### src/rtl/alu_pkg.sv
package alu_pkg;

    localparam int OP_W = 4;

    typedef enum logic [OP_W-1:0] {
        ALU_ADD  = 4'd0,
        ALU_ADDU = 4'd1,
        ALU_SUB  = 4'd2,
        ALU_SUBU = 4'd3,
        ALU_SLT  = 4'd4,
        ALU_SLTU = 4'd5,
        ALU_SLL  = 4'd6,
        ALU_SRL  = 4'd7
    } alu_op_e;

endpackage

### src/rtl/alu_arith.sv
module alu_arith #(
    parameter int WIDTH = 32
) (
    input  logic [WIDTH-1:0] a_i,
    input  logic [WIDTH-1:0] b_i,
    output logic [WIDTH-1:0] sum_o,
    output logic             sum_ovf_o,
    output logic [WIDTH-1:0] diff_o,
    output logic             diff_ovf_o,
    output logic             lt_signed_o,
    output logic             lt_unsigned_o,
    output logic             diff_zero_o
);

    localparam int MSB = WIDTH - 1;

    logic [WIDTH:0]   sum_full;
    logic [WIDTH:0]   diff_full;
    logic [WIDTH-1:0] b_inv;

    always_comb begin
        b_inv     = ~b_i;
        sum_full  = {1'b0, a_i} + {1'b0, b_i};
        diff_full = {1'b0, a_i} + {1'b0, b_inv} + {{WIDTH{1'b0}}, 1'b1};
    end

    always_comb begin
        sum_o         = sum_full[WIDTH-1:0];
        diff_o        = diff_full[WIDTH-1:0];
        // like-signed addends whose sum flips sign
        sum_ovf_o     = (a_i[MSB] == b_i[MSB]) && (sum_full[MSB] != a_i[MSB]);
        // unlike-signed operands whose difference leaves A's sign
        diff_ovf_o    = (a_i[MSB] != b_i[MSB]) && (diff_full[MSB] != a_i[MSB]);
        // carry out of A + ~B + 1 clear means a borrow occurred
        lt_unsigned_o = ~diff_full[WIDTH];
        lt_signed_o   = diff_full[MSB] ^ diff_ovf_o;
        diff_zero_o   = (diff_full[WIDTH-1:0] == '0);
    end

endmodule

### src/rtl/alu_shift.sv
module alu_shift #(
    parameter int WIDTH   = 32,
    parameter bit LEFT    = 1'b1
) (
    input  logic [WIDTH-1:0]         data_i,
    input  logic [$clog2(WIDTH)-1:0] amt_i,
    output logic [WIDTH-1:0]         data_o
);

    localparam int STAGES = $clog2(WIDTH);

    logic [WIDTH-1:0] stage [0:STAGES];

    assign stage[0] = data_i;

    for (genvar k = 0; k < STAGES; k++) begin : g_stage
        if (LEFT) begin : g_left
            assign stage[k+1] = amt_i[k] ? (stage[k] << (2 ** k)) : stage[k];
        end else begin : g_right
            assign stage[k+1] = amt_i[k] ? (stage[k] >> (2 ** k)) : stage[k];
        end
    end

    assign data_o = stage[STAGES];

endmodule

### src/rtl/alu_core.sv
module alu_core
    import alu_pkg::*;
#(
    parameter int WIDTH = 32
) (
    input  logic                     clk,
    input  logic                     rst_n,
    input  logic [3:0]               op_i,
    input  logic [WIDTH-1:0]         a_i,
    input  logic [WIDTH-1:0]         b_i,
    input  logic [$clog2(WIDTH)-1:0] shamt_i,
    output logic [WIDTH-1:0]         result_o,
    output logic                     ovf_o,
    output logic                     zero_o
);

    localparam int SHW = $clog2(WIDTH);

    alu_op_e          op;
    logic [WIDTH-1:0] sum, diff, shl, shr;
    logic             sum_ovf, diff_ovf, lt_s, lt_u, eq;
    logic [WIDTH-1:0] result_d;
    logic             ovf_d;

    assign op = alu_op_e'(op_i);

    alu_arith #(.WIDTH(WIDTH)) u_arith (
        .a_i           (a_i),
        .b_i           (b_i),
        .sum_o         (sum),
        .sum_ovf_o     (sum_ovf),
        .diff_o        (diff),
        .diff_ovf_o    (diff_ovf),
        .lt_signed_o   (lt_s),
        .lt_unsigned_o (lt_u),
        .diff_zero_o   (eq)
    );

    alu_shift #(.WIDTH(WIDTH), .LEFT(1'b1)) u_shl (
        .data_i (a_i),
        .amt_i  (shamt_i[SHW-1:0]),
        .data_o (shl)
    );

    alu_shift #(.WIDTH(WIDTH), .LEFT(1'b0)) u_shr (
        .data_i (a_i),
        .amt_i  (shamt_i[SHW-1:0]),
        .data_o (shr)
    );

    // output selection, one path per named operation
    always_comb begin
        result_d = '0;
        ovf_d    = 1'b0;
        unique case (op)
            ALU_ADD: begin
                result_d = sum;
                ovf_d    = sum_ovf;
            end
            ALU_ADDU: result_d = sum;
            ALU_SUB: begin
                result_d = diff;
                ovf_d    = diff_ovf;
            end
            ALU_SUBU: result_d = diff;
            ALU_SLT:  result_d = {{(WIDTH-1){1'b0}}, lt_s};
            ALU_SLTU: result_d = {{(WIDTH-1){1'b0}}, lt_u};
            ALU_SLL:  result_d = shl;
            ALU_SRL:  result_d = shr;
            default: begin
                result_d = '0;
                ovf_d    = 1'b0;
            end
        endcase
    end

    // output register
    always_ff @(posedge clk or negedge rst_n) begin
        if (!rst_n) begin
            result_o <= '0;
            ovf_o    <= 1'b0;
            zero_o   <= 1'b0;
        end else begin
            result_o <= result_d;
            ovf_o    <= ovf_d;
            zero_o   <= eq;
        end
    end

endmodule

### config.mk
export PLATFORM = sky130hd
export DESIGN_NAME = alu_core
export DESIGN_NICKNAME = d
export VERILOG_FILES = /design/src/rtl/alu_pkg.sv /design/src/rtl/alu_arith.sv /design/src/rtl/alu_shift.sv /design/src/rtl/alu_core.sv
export SDC_FILE = /design/constraint.sdc
export NUM_CORES = 1
export LEC_CHECK = 0
export ABC_AREA = 1
export ABC_CLOCK_PERIOD_IN_PS = 800
export BUFFER_PORTS_ARGS = -buffer_cell sky130_fd_sc_hd__buf_2
export CAP_MARGIN = 15
export CORE_MARGIN = 2
export CORE_UTILIZATION = 40
export DETAILED_ROUTE_END_ITERATION = 8
export PLACE_DENSITY_LB_ADDON = 0.25
export SYNTH_ARGS = -nofsm -noshare
export SYNTH_HDL_FRONTEND = slang
export SYNTH_SLANG_ARGS = --single-unit
### constraint.sdc
create_clock -name clk -period 0.8 [get_ports clk]
set_input_delay 0.04 -clock clk [delete_from_list [all_inputs] [get_ports clk]]
set_output_delay 0.04 -clock clk [all_outputs]
set_load 0.005 [all_outputs]
; ---- Yosys cells after proc, flatten, opt, wreduce, memory -nomap -nowiden
; Index checks and enable logic that the tools add are counted.
[op_classes]
addsub = 3
n_eq_ne = 11
mux = 12
n_bitwise = 3
reduce_logical = 6
[ops]
columns = operator, count
row1 = $mux W32, 10
row2 = $pmux W32 S6, 1
row3 = $add A32 B32 Y33, 1
row4 = $add A33 B1 Y33 const B, 1
row5 = $add A32 B32 Y32, 1
row6 = $logic_not A32 Y1, 1
row7 = $not A32 Y32, 1
row8 = $eq A4 B3 Y1 const B, 4
row9 = $eq A4 B2 Y1 const B, 2
row10 = $eq A4 B1 Y1 const B, 1
row11 = $logic_not A4 Y1, 1
row12 = $reduce_or A2 Y1, 2
row13 = $ne A1 B1 Y1, 3
row14 = $logic_and A1 B1 Y1, 2
row15 = $pmux W1 S2, 1
row16 = $eq A1 B1 Y1, 1
row17 = $not A1 Y1, 1
row18 = $xor A1 B1 Y1, 1
[word_totals]
ff_bits = 34
wordCells = 38

; ---- Depth between registers and ports, before layout
[depth]
word_depth = 7
mapped_depth = 27

; ---- By module
; Synthesis repeated with hierarchy kept, for this count alone.
[hier_totals]
hier_cells = 1958
hier_area_um2 = 9917.0
[by_module_without_submodules]
columns = module, n_inst, cells_each, area_each_um2
row1 = alu_arith, 1, 888, 4561.9
row2 = alu_core, 1, 355, 2150.8
row3 = alu_shift at u_shr, 1, 361, 1609.0
row4 = alu_shift at u_shl, 1, 354, 1595.3

; ---- Worst setup path before layout
; OpenSTA, ideal clock, no wires.
[synth_path]
path_type = input to register
start = input b_i[28]
end = register zero_o
setup_time_ns = 0.071
t_arrival_ns = 2.661
setup_slack_ns = -1.932
cell_stages = 25
path_buffers = 1
cell_sequence = inv_1 > ha_1 > buf_2 > inv_1 > nor3_1 > o21ai_0 > o311ai_0 > nor2_1 > nand2_1 > nand2_1 > nand2_1 > a21oi_1 > fa_1 > nand3_1 > nor2_1 > nand3_1 > nor2_1 > nand2_1 > nor2_1 > nand3_1 > nor2_1 > nand3_1 > nor2_1 > nand2_1 > nor2_1
[synth_via]
elab_chain_len = 4
[synth_lines]
columns = element, line_no
row1 = "start, declared", alu_core.sv:10  ; input logic [WIDTH-1:0] b_i,
row2 = $not A32 Y32, alu_arith.sv:22  ; b_inv = ~b_i;
row3 = $add A32 B32 Y33, alu_arith.sv:24  ; diff_full = {1'b0, a_i} + {1'b0, b_inv} + {{WIDTH{1'b0}}, 1'b1};
row4 = $add A33 B1 Y33, alu_arith.sv:24
row5 = $logic_not A32 Y1, alu_arith.sv:37  ; diff_zero_o = (diff_full[WIDTH-1:0] == '0);
row6 = via eq, alu_core.sv:21  ; logic sum_ovf, diff_ovf, lt_s, lt_u, eq;
row7 = "end signal, assigned", alu_core.sv:86  ; zero_o <= eq;
row8 = "end, declared", alu_core.sv:14  ; output logic zero_o
; The timed path passes the listed nets, and every way through them passes these cells.

; ---- Worst setup path after layout
[layout_path]
start = input b_i[8]
end = register zero_o
; The elaborated chain is that of the path after synthesis.

==> reports/qor.txt <==
Core Rows = 53
Synth cell types = 53
Pwr/cell area = 1029 mW/mm2
Async set-reset flop share out of synthesis = 1.000
Power, Total = 17.04 mW
Wire length per cell = 22.30 um
Initial antenna violation count = 2
Min Hold Slack = 203.2 ps
Post-Syn Area = 0.008647 mm2
Sequential fraction of the synthesis area = 0.09839
Worst Path Arrival = 3280 ps
Outcome = finished with violations
Die Wd = 151.0 um
Failing checks = setup timing
CP Launch Point = b_i[8]
Largest net degree at the start of global routing = 56
DPL Wire Length = 37,780 um
Post-route ant nets = 0
Syn avg cell area = 5.218 um2
Post-synthesis mux area share = 0.008103
Height of the die = 151.0 um
Static leakage = 8.636 nW
Syn_nets = 1,798
Max-slew violation count = 0
Crit Path Class = input port to flop
Min Tclk post-route = 3040 ps
Achievable frequency = 328.9 MHz
Main combinational cell family by area after synthesis = simple AND/OR/NAND/NOR gates
Worst-case clock buffer depth = 2
Clock buffer count from CTS = 5
Area share of and/or/nand/nor cells after synthesis = 0.4201
Hold path start = op_i[0]
Worst-Margin Slew = 540.4 ps
Flops & latches, synth = 34
I/O Buffers = 108
Placeable Area = 0.02109 mm2
VDD IR max = 0.7976 mV
Initial DRC Count = 1,963
Tot GR Track Use = 0.4241
Post-Synth Adder-Cell Area = 0.09810
Commonest non-fill, non-tap cell in the layout = buf_4
Die area = 0.02281 mm2
TritonCTS clock tree = yes
Period utilisation layout = 3.800
Max cap viols = 0
DRT Pass-1 Iters = 7
Remaining Overflow, GRT = 0
Max transition margin = 0.6373
Post-Place Cells = 2,474
RePlAce Congestion = 1.015
Endpoints failing setup = 68
Worst Path Required = 1040 ps
# nets final = 2,415
P&R area growth vs syn = 91.52%
EDFF count, synth = 0
Drt via density = 5.879
CP Max Fanout = 4
RSZ-0062 raised after global routing = yes
Hold Path Class = input port to flop
Non-filler cells, final = 2,552
Critical Path Sink Type = flop
Vias in the first global route = 13,273
Predominant post-synthesis flop cell = dfrtp_1
DRC Markers = 0
Reg clk slew, reported paths = 70 ps
Synth Area in Compound Gates = 0.2399
Worst hold stages = 5
Sink Count = 34
Final worst slack = -2240 ps
Xor-xnor portion of the synthesized cell area = 0.002894
Max H-tree Level = 2
Drt total wl = 56,910 um
Io pins = 109
Mapped Cells = 1,657
Vias = 15,004
Final Hold Viols = 0
Most frequent cells in the layout = buf_4, nand2_1, inv_1
Ratio of cells with drive above 1 in the final layout = 0.5090
First-pass GRT wire length = 73,700 um
Dpl ws = -2480 ps
Crit start category = input port
Starting Density = 0.4101
Fillers = 1,519
Synth warnings = 0
CTS Root Cell = clkbuf_16
[routing by layer]
| layer | up-vias | share of wire | GRT usage |
|---|---|---|---|
| met3 | 358 | 0.14 | 0.07410 |
| met2 | 1219 | 0.41 | 0.6641 |
| met4 | 4 | 0.082 | 0.1916 |
| met1 | 6793 | 0.37 | 0.5692 |
| met5 | - | 0.0020 | 0 |
| li1 | 6630 | - | - |
[power breakdown]
part	switching (mW)	internal (mW)
sequential	0.0616	1.88
clock	1.00	1.24
combinational	7.25	5.60
total	8.31	8.72
[path summary, 6_finish.rpt]
kind                                           to  slack [ps]
setup / recovery                 zero_o$_DFF_PN0_       -2240
hold / removal                    ovf_o$_DFF_PN0_         200
max in group asynchronous  result_o[20]$_DFF_PN0_         320
min in group asynchronous         ovf_o$_DFF_PN0_         250
[cells in the mapped netlist (3+ instances only)]
library cell,n,share of area
o21ai_0,146,0.085
buf_1,6,0.0026
nand2_1,531,0.23
o211ai_1,15,0.013
dfrtp_1,34,0.098
o221ai_1,4,0.0041
ha_1,63,0.091
o21a_1,3,0.0026
o21ai_1,25,0.014
o21bai_1,5,0.0043
nor2_1,156,0.068
fa_1,3,0.0069
a211oi_1,6,0.0052
nor2_2,6,0.0043
o22ai_1,6,0.0043
buf_4,3,0.0026
nor3_1,19,0.011
a31oi_1,5,0.0036
or2_2,3,0.0022
nand2_2,10,0.0072
a21o_1,8,0.0069
nand4_1,14,0.010
inv_2,6,0.0026
nor4_1,5,0.0036
a21boi_0,4,0.0035
a21oi_1,132,0.076
inv_1,209,0.091
mux2i_1,7,0.0081
nand3_1,127,0.074
and2_1,6,0.0043
buf_2,33,0.019
a21boi_1,3,0.0026
clkbuf_1,28,0.012
[flip-flops by register name (all words and copies together), names as in the netlist]
name	flops
ovf_o	1
result_o	32
zero_o	1
[through the flow]
step,setup TNS (ps),cell area [um2],utilization
after floorplan,-25580,8982,-
after global placement,-47070,13430,0.6371
after detailed placement,-48370,13430,0.6371
after CTS,-32480,15600,0.7398
after global routing,-42390,16560,0.7851
final,-41140,16560,0.7853
[timing repair]
action                                  4_1_cts  5_1_grt
endpoints found under the hold margin        34        0
pin swaps                                   114       98
endpoints found under the setup margin       68       68
cloned                                        5        0
buffers inserted                             50       27
hold buffers                                  1        0
resized for setup                           443      242
[worst max-delay path: stages]
cell	delay [ps]
buf_2	100
inv_2	40
ha_4	300
nand2_1	80
nand2_2	90
inv_2	50
nand2_2	240
a21oi_4	130
nand2_4	110
nand4_1	140
nand2_2	130
nand2_2	60
nand2_2	70
a21oi_2	50
fa_2	580
nand3_1	90
nor2_1	110
nand3_1	90
nor2_1	120
nand2_1	60
nor2_1	100
nand3_1	80
nor2_1	90
nand3_1	80
nor2_1	90
nand2_1	50
nor2_1	80
[layout make-up]
class | count | area [um2] | share of cell area
antenna | 2 | 5.005 | 0.0003022
clock buffer | 7 | 142.6 | 0.008613
clock inverter | 1 | 5.005 | 0.0003022
inverter | 217 | 875.8 | 0.05289
multi-input combinational | 1334 | 8848 | 0.5343
sequential | 34 | 850.8 | 0.05137
tap | 275 | 344.1 | 0.02078
timing repair buffer | 682 | 5489 | 0.3314
[cell families after synthesis]
kind of cell | after synthesis
buf+inv | 289
mux | 7
simple gates | 883
flops | 34
compound gates | 376
xor+xnor | 2
fa+ha+maj | 66
Note: power is estimated with default switching activity, not from simulation.
